==> src/rtl/uart_fifo_pkg.sv <==
`timescale 1ns/1ps
package uart_fifo_pkg;

   typedef enum logic [3:0] {
      RA_STAT  = 4'd0,
      RA_DATA  = 4'd1,
      RA_FPARM = 4'd2,
      RA_FCTRL = 4'd3,
      RA_FSTAT = 4'd4,
      RA_TXWM  = 4'd5,
      RA_TXCNT = 4'd6,
      RA_RXWM  = 4'd7,
      RA_RXCNT = 4'd8
   } reg_addr_e;

   // queue parameter register bit positions
   localparam int FP_TX_EN  = 7;
   localparam int FP_RX_EN  = 3;
   // queue control register bit positions
   localparam int FC_TX_FLUSH = 7;
   localparam int FC_RX_FLUSH = 6;
   localparam int FC_RXOF_EN  = 2;
   localparam int FC_TXOF_EN  = 1;
   localparam int FC_RXUF_EN  = 0;

   localparam int ERR_W = 3;

   typedef struct packed {
      logic noise;
      logic frame;
      logic parity;
   } rx_err_t;

   typedef struct packed {
      rx_err_t    err;
      logic [7:0] ch;
   } rx_entry_t;

   function automatic logic [2:0] depth_code(input int depth);
      return 3'($clog2(depth) - 1);
   endfunction

endpackage

==> src/rtl/uart_sfifo.sv <==
`timescale 1ns/1ps
module uart_sfifo #(
   parameter  int WIDTH = 8,
   parameter  int DEPTH = 16,
   localparam int PW    = $clog2(DEPTH),
   localparam int CW    = PW + 1
) (
   input  logic             clk_i,
   input  logic             rst_ni,
   input  logic             flush_i,
   input  logic [CW-1:0]    limit_i,
   input  logic             push_i,
   input  logic [WIDTH-1:0] wdata_i,
   input  logic             pop_i,
   output logic [WIDTH-1:0] head_o,
   output logic [CW-1:0]    count_o,
   output logic             full_o,
   output logic             empty_o,
   output logic             ovf_o,
   output logic             unf_o
);

   logic [WIDTH-1:0] mem [DEPTH];
   logic [PW-1:0]    wp, rp;
   logic [CW-1:0]    cnt;
   logic             push_ok, pop_ok;

   assign full_o  = (cnt >= limit_i);
   assign empty_o = (cnt == '0);
   assign push_ok = push_i && !full_o;
   assign pop_ok  = pop_i && !empty_o;
   assign ovf_o   = push_i && full_o && !flush_i;
   assign unf_o   = pop_i && empty_o && !flush_i;
   assign count_o = cnt;
   assign head_o  = mem[rp];

   always_ff @(posedge clk_i or negedge rst_ni) begin
      if (!rst_ni) begin
         wp  <= '0;
         rp  <= '0;
         cnt <= '0;
      end else if (flush_i) begin
         wp  <= '0;
         rp  <= '0;
         cnt <= '0;
      end else begin
         if (push_ok) wp <= wp + 1'b1;
         if (pop_ok)  rp <= rp + 1'b1;
         cnt <= cnt + CW'(push_ok) - CW'(pop_ok);
      end
   end

   always_ff @(posedge clk_i) begin
      if (push_ok && !flush_i) mem[wp] <= wdata_i;
   end

endmodule

==> src/rtl/uart_w1c_bank.sv <==
`timescale 1ns/1ps
module uart_w1c_bank #(
   parameter int N = 3
) (
   input  logic         clk_i,
   input  logic         rst_ni,
   input  logic [N-1:0] set_i,
   input  logic [N-1:0] clr_i,
   output logic [N-1:0] flags_o
);

   for (genvar g = 0; g < N; g++) begin : g_bit
      logic q;
      always_ff @(posedge clk_i or negedge rst_ni) begin
         if (!rst_ni)       q <= 1'b0;
         else if (set_i[g]) q <= 1'b1;
         else if (clr_i[g]) q <= 1'b0;
      end
      assign flags_o[g] = q;
   end

endmodule

==> src/rtl/uart_stat_track.sv <==
`timescale 1ns/1ps
module uart_stat_track
   import uart_fifo_pkg::*;
(
   input  logic       clk_i,
   input  logic       rst_ni,
   input  logic       stat_rd_i,
   input  logic       data_rd_i,
   input  logic       other_acc_i,
   input  rx_err_t    head_err_i,
   input  logic       rx_empty_i,
   input  logic       overrun_evt_i,
   output logic [3:0] view_o
);

   logic    armed;
   logic    ovr;
   rx_err_t kept;
   rx_err_t head_vis;

   assign head_vis = rx_empty_i ? rx_err_t'('0) : head_err_i;

   always_ff @(posedge clk_i or negedge rst_ni) begin
      if (!rst_ni) begin
         armed <= 1'b0;
         ovr   <= 1'b0;
         kept  <= '0;
      end else begin
         if (stat_rd_i)                    armed <= 1'b1;
         else if (data_rd_i || other_acc_i) armed <= 1'b0;

         if (data_rd_i) begin
            if (armed) kept <= '0;
            else       kept <= kept | head_vis;
         end

         if (overrun_evt_i)         ovr <= 1'b1;
         else if (data_rd_i && armed) ovr <= 1'b0;
      end
   end

   assign view_o = {ovr, kept | head_vis};

endmodule

==> src/rtl/uart_fifo_ctrl.sv <==
`timescale 1ns/1ps
module uart_fifo_ctrl
   import uart_fifo_pkg::*;
#(
   parameter int       TX_DEPTH    = 16,
   parameter int       RX_DEPTH    = 16,
   parameter int       TXWM_RST    = 0,
   parameter int       RXWM_RST    = 1,
   parameter bit       FIFO_EN_RST = 1'b1
) (
   input  logic       clk_i,
   input  logic       rst_ni,
   input  logic [3:0] reg_addr_i,
   input  logic       reg_wr_i,
   input  logic       reg_rd_i,
   input  logic [7:0] reg_wdata_i,
   output logic [7:0] reg_rdata_o,
   output logic [7:0] tx_char_o,
   output logic       tx_valid_o,
   input  logic       tx_take_i,
   input  logic       tx_busy_i,
   input  logic [7:0] rx_char_i,
   input  logic [2:0] rx_err_i,
   input  logic       rx_stb_i,
   output logic       tx_req_o,
   output logic       tx_done_o,
   output logic       rx_req_o
);

   localparam int TX_CW = $clog2(TX_DEPTH) + 1;
   localparam int RX_CW = $clog2(RX_DEPTH) + 1;
   localparam logic [2:0] TX_CODE = depth_code(TX_DEPTH);
   localparam logic [2:0] RX_CODE = depth_code(RX_DEPTH);
   localparam int RXE_W = $bits(rx_entry_t);

   // elaboration-time parameter checks
   if (TX_DEPTH < 2 || TX_DEPTH > 128 || (TX_DEPTH & (TX_DEPTH - 1)) != 0) begin : g_bad_tx
      $error("TX_DEPTH must be a power of two in 2..128");
   end
   if (RX_DEPTH < 2 || RX_DEPTH > 128 || (RX_DEPTH & (RX_DEPTH - 1)) != 0) begin : g_bad_rx
      $error("RX_DEPTH must be a power of two in 2..128");
   end
   if (TXWM_RST < 0 || TXWM_RST > 255 || RXWM_RST < 0 || RXWM_RST > 255) begin : g_bad_wm
      $error("watermark reset values must fit in 8 bits");
   end

   // bus decode
   logic wr_data, rd_data, rd_stat, wr_fparm, wr_fctrl, wr_fstat, wr_txwm, wr_rxwm, other_acc;
   assign wr_data  = reg_wr_i && (reg_addr_i == RA_DATA);
   assign rd_data  = reg_rd_i && (reg_addr_i == RA_DATA);
   assign rd_stat  = reg_rd_i && (reg_addr_i == RA_STAT);
   assign wr_fparm = reg_wr_i && (reg_addr_i == RA_FPARM);
   assign wr_fctrl = reg_wr_i && (reg_addr_i == RA_FCTRL);
   assign wr_fstat = reg_wr_i && (reg_addr_i == RA_FSTAT);
   assign wr_txwm  = reg_wr_i && (reg_addr_i == RA_TXWM);
   assign wr_rxwm  = reg_wr_i && (reg_addr_i == RA_RXWM);
   assign other_acc = reg_wr_i || (reg_rd_i && !rd_data && !rd_stat);

   // configuration registers
   logic       tx_fen, rx_fen;
   logic       rxof_en, txof_en, rxuf_en;
   logic [7:0] txwm, rxwm;

   always_ff @(posedge clk_i or negedge rst_ni) begin
      if (!rst_ni) begin
         tx_fen  <= FIFO_EN_RST;
         rx_fen  <= FIFO_EN_RST;
         rxof_en <= 1'b0;
         txof_en <= 1'b0;
         rxuf_en <= 1'b0;
         txwm    <= 8'(TXWM_RST);
         rxwm    <= 8'(RXWM_RST);
      end else begin
         if (wr_fparm) begin
            tx_fen <= reg_wdata_i[FP_TX_EN];
            rx_fen <= reg_wdata_i[FP_RX_EN];
         end
         if (wr_fctrl) begin
            rxof_en <= reg_wdata_i[FC_RXOF_EN];
            txof_en <= reg_wdata_i[FC_TXOF_EN];
            rxuf_en <= reg_wdata_i[FC_RXUF_EN];
         end
         if (wr_txwm) txwm <= reg_wdata_i;
         if (wr_rxwm) rxwm <= reg_wdata_i;
      end
   end

   // transmit queue
   logic [TX_CW-1:0] tx_cap, tx_cnt;
   logic             tx_full, tx_empty, tx_ovf, unused_tx_unf;
   assign tx_cap = tx_fen ? TX_CW'(TX_DEPTH) : TX_CW'(1);

   uart_sfifo #(.WIDTH(8), .DEPTH(TX_DEPTH)) u_txq (
      .clk_i   (clk_i),
      .rst_ni  (rst_ni),
      .flush_i (wr_fctrl && reg_wdata_i[FC_TX_FLUSH]),
      .limit_i (tx_cap),
      .push_i  (wr_data),
      .wdata_i (reg_wdata_i),
      .pop_i   (tx_take_i),
      .head_o  (tx_char_o),
      .count_o (tx_cnt),
      .full_o  (tx_full),
      .empty_o (tx_empty),
      .ovf_o   (tx_ovf),
      .unf_o   (unused_tx_unf)
   );

   // receive queue
   logic [RX_CW-1:0] rx_cap, rx_cnt;
   logic             rx_full, rx_empty, rx_ovf, rx_unf;
   rx_entry_t        rx_in, rx_head;
   logic [RXE_W-1:0] rx_head_bits;
   assign rx_cap  = rx_fen ? RX_CW'(RX_DEPTH) : RX_CW'(1);
   assign rx_in   = '{err: rx_err_t'(rx_err_i), ch: rx_char_i};
   assign rx_head = rx_entry_t'(rx_head_bits);

   uart_sfifo #(.WIDTH(RXE_W), .DEPTH(RX_DEPTH)) u_rxq (
      .clk_i   (clk_i),
      .rst_ni  (rst_ni),
      .flush_i (wr_fctrl && reg_wdata_i[FC_RX_FLUSH]),
      .limit_i (rx_cap),
      .push_i  (rx_stb_i),
      .wdata_i (rx_in),
      .pop_i   (rd_data),
      .head_o  (rx_head_bits),
      .count_o (rx_cnt),
      .full_o  (rx_full),
      .empty_o (rx_empty),
      .ovf_o   (rx_ovf),
      .unf_o   (rx_unf)
   );

   logic unused_full;
   assign unused_full = tx_full ^ rx_full;

   // queue event flags (write one to clear)
   logic [2:0] ev_set, ev_clr, ev_flags;
   assign ev_set = {rx_ovf && rxof_en, tx_ovf && txof_en, rx_unf && rxuf_en};
   assign ev_clr = wr_fstat ? reg_wdata_i[2:0] : 3'b000;

   uart_w1c_bank #(.N(3)) u_ev (
      .clk_i   (clk_i),
      .rst_ni  (rst_ni),
      .set_i   (ev_set),
      .clr_i   (ev_clr),
      .flags_o (ev_flags)
   );

   // line status tracking
   logic [3:0] err_view;

   uart_stat_track u_stat (
      .clk_i         (clk_i),
      .rst_ni        (rst_ni),
      .stat_rd_i     (rd_stat),
      .data_rd_i     (rd_data),
      .other_acc_i   (other_acc),
      .head_err_i    (rx_head.err),
      .rx_empty_i    (rx_empty),
      .overrun_evt_i (rx_ovf),
      .view_o        (err_view)
   );

   // level indications
   logic [8:0] tx_cnt9, rx_cnt9;
   assign tx_cnt9    = 9'(tx_cnt);
   assign rx_cnt9    = 9'(rx_cnt);
   assign tx_req_o   = (tx_cnt9 <= {1'b0, txwm});
   assign rx_req_o   = !rx_empty && (rx_cnt9 >= {1'b0, rxwm});
   assign tx_done_o  = tx_empty && !tx_busy_i;
   assign tx_valid_o = !tx_empty;

   // read mux
   always_comb begin
      unique case (reg_addr_i)
         RA_STAT:  reg_rdata_o = {tx_req_o, tx_done_o, rx_req_o, 1'b0, err_view};
         RA_DATA:  reg_rdata_o = rx_head.ch;
         RA_FPARM: reg_rdata_o = {tx_fen, TX_CODE, rx_fen, RX_CODE};
         RA_FCTRL: reg_rdata_o = {5'b00000, rxof_en, txof_en, rxuf_en};
         RA_FSTAT: reg_rdata_o = {tx_empty, rx_empty, 3'b000, ev_flags};
         RA_TXWM:  reg_rdata_o = txwm;
         RA_TXCNT: reg_rdata_o = 8'(tx_cnt);
         RA_RXWM:  reg_rdata_o = rxwm;
         RA_RXCNT: reg_rdata_o = 8'(rx_cnt);
         default:  reg_rdata_o = 8'h00;
      endcase
   end

endmodule

==> config.mk <==
export PLATFORM = sky130hd
export DESIGN_NAME = uart_fifo_ctrl
export DESIGN_NICKNAME = d
export VERILOG_FILES = /design/src/rtl/uart_fifo_pkg.sv /design/src/rtl/uart_sfifo.sv /design/src/rtl/uart_w1c_bank.sv /design/src/rtl/uart_stat_track.sv /design/src/rtl/uart_fifo_ctrl.sv
export SDC_FILE = /design/constraint.sdc
export NUM_CORES = 1
export LEC_CHECK = 0
export CORE_UTILIZATION = 45
export DETAILED_ROUTE_END_ITERATION = 6
export DONT_BUFFER_PORTS = 1
export GPL_TIMING_DRIVEN = 0
export REMOVE_ABC_BUFFERS = 1
export SYNTH_ARGS = -nofsm -noshare
export SYNTH_HDL_FRONTEND = slang
export SYNTH_HIERARCHICAL = 1
export SYNTH_SLANG_ARGS = --single-unit
==> constraint.sdc <==
create_clock -name clk_i -period 3.27 [get_ports clk_i]
set_input_delay 0.327 -clock clk_i [delete_from_list [all_inputs] [get_ports clk_i]]
set_output_delay 0.327 -clock clk_i [all_outputs]
set_load 0.1 [all_outputs]
[Word-level counts from Yosys, hierarchy flattened]
Memory sizes are Yosys's and may differ from the RTL's.
Index checks and enable logic that the tools add are counted.
Storage, ports and cells
  flip-flop bits (word level): 55
  bits in latches: 0
  bits in writable memories: 304
  memory bits (read-only): 0
  input bits: 30
  output and inout bits: 20
  word-level logic and storage cells: 127
  memories kept: 2
Memories
  u_rxq.mem: words 16, bits a word 11, rd ports 1, clocked after memory_dff 0, wr ports 1, RTL line uart_sfifo.sv:23  | logic [WIDTH-1:0] mem [DEPTH];
  u_txq.mem: words 16, bits a word 8, rd ports 1, clocked after memory_dff 0, wr ports 1, RTL line uart_sfifo.sv:23
Operators by class
  add/subtract/negate cells: 8
  multiply operators: 0
  divide/modulo/power cells: 0
  $lt $le $gt $ge: 4
  equality and inequality tests: 8
  shift operators: 0
  muxes and demuxes: 30
  bitwise logic cells: 1
  reductions and logical operators: 53
Operators with widths (number)
  $pmux W8 S9: 1
  $mux W4: 8
  $logic_and A1 B1 Y1: 30
  $mux W5: 4
  $reduce_bool A2 Y1: 9
  $add A4 B1 Y4 const B: 4
  $eq A4 B3 Y1 const B: 4
  $mux W1: 14
  $add A5 B1 Y5: 2
  $ge A5 B5 Y1: 2
  $logic_not A5 Y1: 2
  $sub A5 B1 Y5: 2
  $logic_not A1 Y1: 9
  $mux W3: 3
  $eq A4 B2 Y1 const B: 2
  $ge A5 B8 Y1: 1
  $le A5 B8 Y1: 1
  $eq A4 B1 Y1 const B: 1
  $eq A4 B4 Y1 const B: 1
  $logic_not A4 Y1: 1
  $or A3 B3 Y3: 1
  $logic_or A1 B1 Y1: 2

[Logic depth before layout (Yosys ltp)]
  depth in word-level cells: 9
  depth in mapped cells: 15
  mapped depth without buffers: 15

[Cells and area by module]
Netlist, hierarchy kept.
Modules (own cells, without submodules)
  uart_sfifo (u_rxq): instances 1, cells each 365, area an instance 7616.1 µm², sequential area each 5610.4 µm²
  uart_sfifo (u_txq): instances 1, cells each 300, area an instance 5939.4 µm², sequential area each 4169.0 µm²
  uart_fifo_ctrl: instances 1, cells each 189, area an instance 1741.7 µm², sequential area each 529.3 µm²
  uart_stat_track: instances 1, cells each 20, area an instance 230.2 µm², sequential area each 125.1 µm²
  uart_w1c_bank: instances 1, cells each 12, area an instance 131.4 µm², sequential area each 75.1 µm²

[Worst setup path before layout]
OpenSTA, ideal clock, no wires.
  kind: reg2out
  start: register u_txq.cnt[3], in the netlist u_txq/count_o[3]
  end: output reg_rdata_o[6]
  arrival time: 5080 ps
  required time: 2943 ps
  setup slack: -2137 ps
  stages on the path, launching flop included: 8
  buffers on the path: 0
  path through: dfrtp_1 -> inv_1 -> ha_1 -> nor4b_1 -> nor2b_1 -> mux2_2 -> a22oi_1 -> o21ai_0
Between the ends
  word-level cells in the longest chain between the ends: 3
Ends and longest elaborated chain
  start, declared: RTL line uart_sfifo.sv:25  | logic [CW-1:0] cnt;
  start signal, assigned: RTL line uart_sfifo.sv:49  | cnt <= cnt + CW'(push_ok) - CW'(pop_ok);
  $logic_not A5 Y1: RTL line uart_sfifo.sv:29  | assign empty_o = (cnt == '0);
  via tx_empty: RTL line uart_fifo_ctrl.sv:90  | logic tx_full, tx_empty, tx_ovf, unused_tx_unf;
  $logic_and A1 B1 Y1: RTL line uart_fifo_ctrl.sv:171  | assign tx_done_o = tx_empty && !tx_busy_i;
  via tx_done_o: RTL line uart_fifo_ctrl.sv:26  | output logic tx_done_o,
  $pmux W8 S9: RTL line uart_fifo_ctrl.sv:176  | unique case (reg_addr_i)
  end, declared: RTL line uart_fifo_ctrl.sv:17  | output logic [7:0] reg_rdata_o,
The timed path passes the listed nets, and every way through them passes these cells.

==> summary.txt <==
maxcap violations: 0
Core ar.: 33870 sq um
RSZ-0062 raised after global routing: true
vias per inst: 5.597
clock-pin slew on the worst setup and hold paths: 0.06 ns
status: finished with violations
CTS H-Tree Depth: 2
port bufs: 0
Seq. cell area: 10520 sq um
slowest CP cell: mux4_2
Skew-Pair Late Insertion Delay: 0.52 ns
fin. max-slew vios: 0
ANT nets after route: 0
crit path kind: reg -> out
vias in the first global route: 8194
final core occ: 52.97%
Final min period: 3.585 ns
DRC violations left: 0
Worst Path Arrival: 3.26 ns
commonest non-fill, non-tap cell in the layout: edfxtp_1
row cnt: 67
crit start category: flip-flop
Slew headroom: 27.40%
Final Hold Fails: 0
Pwr Total: 14.60 mW
Mapped Avg Cell Area: 17.72 sq um
GR Overflow Total: 0
Setup WS post-layout: -0.3146 ns
WL final: 32820 um
Vias: 7909
Final nets: 1010
hold crit path type: in -> reg
GRT Util Overall: 19.11%
final instance area: 17940 sq um
R2R Setup Slk: 0.16 ns
largest net degree at the start of global routing: 56
Hold WS: 0.02408 ns
Syn Inst Count: 883
clock root buffer: clkbuf_16
Cells after DPL: 1304
Critical Path End Type: output port
fmax: 279.0 MHz
Pwr Density: 813.9 nW/um^2
setup TNS: -1.670 ns
Buf/Inv on CP: 1
most frequent cells in the layout: edfxtp_1, mux4_2, nor2_1
wire per inst: 23.23 um
CP required: 2.94 ns
fillers: 2735
Worst Max-Slew Pin Slew: 1.092 ns
most used cell, CP: mux4_2
static leakage: 6.237 nW
max incr delay on CP: 0.54 ns
crit-path leading delay family: multiplexers
global-route wire length before repair: 50510 um
Worst Path Max Fanout: 7
First DRT Iteration DRCs: 520
Peak supply drop: 0.4929 mV
placed instance area: 16190 sq um
worst slack, placed: -0.3820 ns
Clock Sinks: 359
final setup fails: 8
period utilisation layout: 109.6%
Initial Util: 46.19%
failing checks: negative setup slack
share of cells above drive strength 1: 21.16%
synthesis warning total: 6
I/O pins: 50
non-filler cells, final: 1413
CTS tree: yes
multi-input logic area: 4959 sq um
CTS max path bufs: 3
DR pass1 iterations: 5
Layout area overhead: 14.69%
chip height: 188.4 um
DP HPWL: 19900 um
critical path cell sequence: buf_16 > mux4_2 > mux4_2 > a21o_1 > mux2i_2 > o21ai_2 > a221o_4
area of the mapped netlist: 15640 sq um
chip width: 188.4 um
antenna violations before repair: 2
gpl congestion: 0.8108
Worst Clk Skew: 0.009402 ns
DIE AREA: 35510 sq um
CTS Buf Count: 39
[worst paths after layout]
path,startpoint,to,depth (start not counted)
worst max-delay path,u_rxq/rp[0],reg_rdata_o[0],7
worst min-delay path,reg_wdata_i[2],txwm[2],2
worst max register to register,rx_fen,u_rxq/count_o[4],15
worst min register to register,u_stat/armed,u_stat/armed,1
max in group asynchronous,rst_ni,rxwm[0],2
min in group asynchronous,rst_ni,txwm[0],2
[final cells by class]
| class | count | share of cell area (%) |
|---|---|---|
| Antenna cell | 1 | 0.01395 |
| Sequential cell | 359 | 58.62 |
| Inverter | 49 | 1.025 |
| Multi-Input combinational cell | 441 | 27.64 |
| Timing Repair Buffer | 46 | 3.403 |
| Clock inverter | 16 | 0.4394 |
| Tap cell | 448 | 3.124 |
| Clock buffer | 53 | 5.733 |
[repair_timing]
action                                  CTS  global route
resized for setup                        36            13
endpoints found under the setup margin   90            22
endpoints found under the hold margin   377             0
cloned                                    2             1
hold buffers                             22             0
setup buffers                             8             6
pin swaps                                12            12
[routing by layer]
| metal | part of all wire [%] | global-route usage (%) | vias up |
|---|---|---|---|
| li1 | - | - | 3580 |
| met1 | 42 | 24.69 | 4138 |
| met2 | 53 | 33.80 | 155 |
| met3 | 3.8 | 2.980 | 36 |
| met4 | 1.6 | 4.591 | 0 |
| met5 | 0 | 0 | - |
[registers in the layout, indices dropped and copies added, names as in the netlist, 3 cells and up]
register / count
rxwm: 8
u_rxq/mem: 176
u_txq/count_o: 5
u_rxq/count_o: 5
txwm: 8
u_txq/mem: 128
u_stat/kept: 3
u_txq/wp: 4
u_txq/rp: 4
u_ev/g_bit.q: 3
u_rxq/wp: 4
u_rxq/rp: 4
[report_power, final]
part | leakage [nW] | internal [mW] | switching [mW]
clock | 0.538 | 2.20 | 1.66
combinational | 2.30 | 2.10 | 2.78
sequential | 3.40 | 5.37 | 0.483
[worst reg2reg max path, cell delays in order, from the launching register on]
cell and delay [ns]:
dfstp_2 0.58, inv_1 0.09, ha_1 0.28, nand2b_1 0.14
a31oi_1 0.22, o211ai_1 0.18, ha_1 0.32, inv_1 0.04
ha_1 0.18, inv_1 0.07, fa_1 0.20, inv_1 0.05
a21oi_1 0.14, nor2_1 0.06, or3_1 0.34, a21oi_1 0.14
Note: power is estimated with default switching activity, not from simulation.
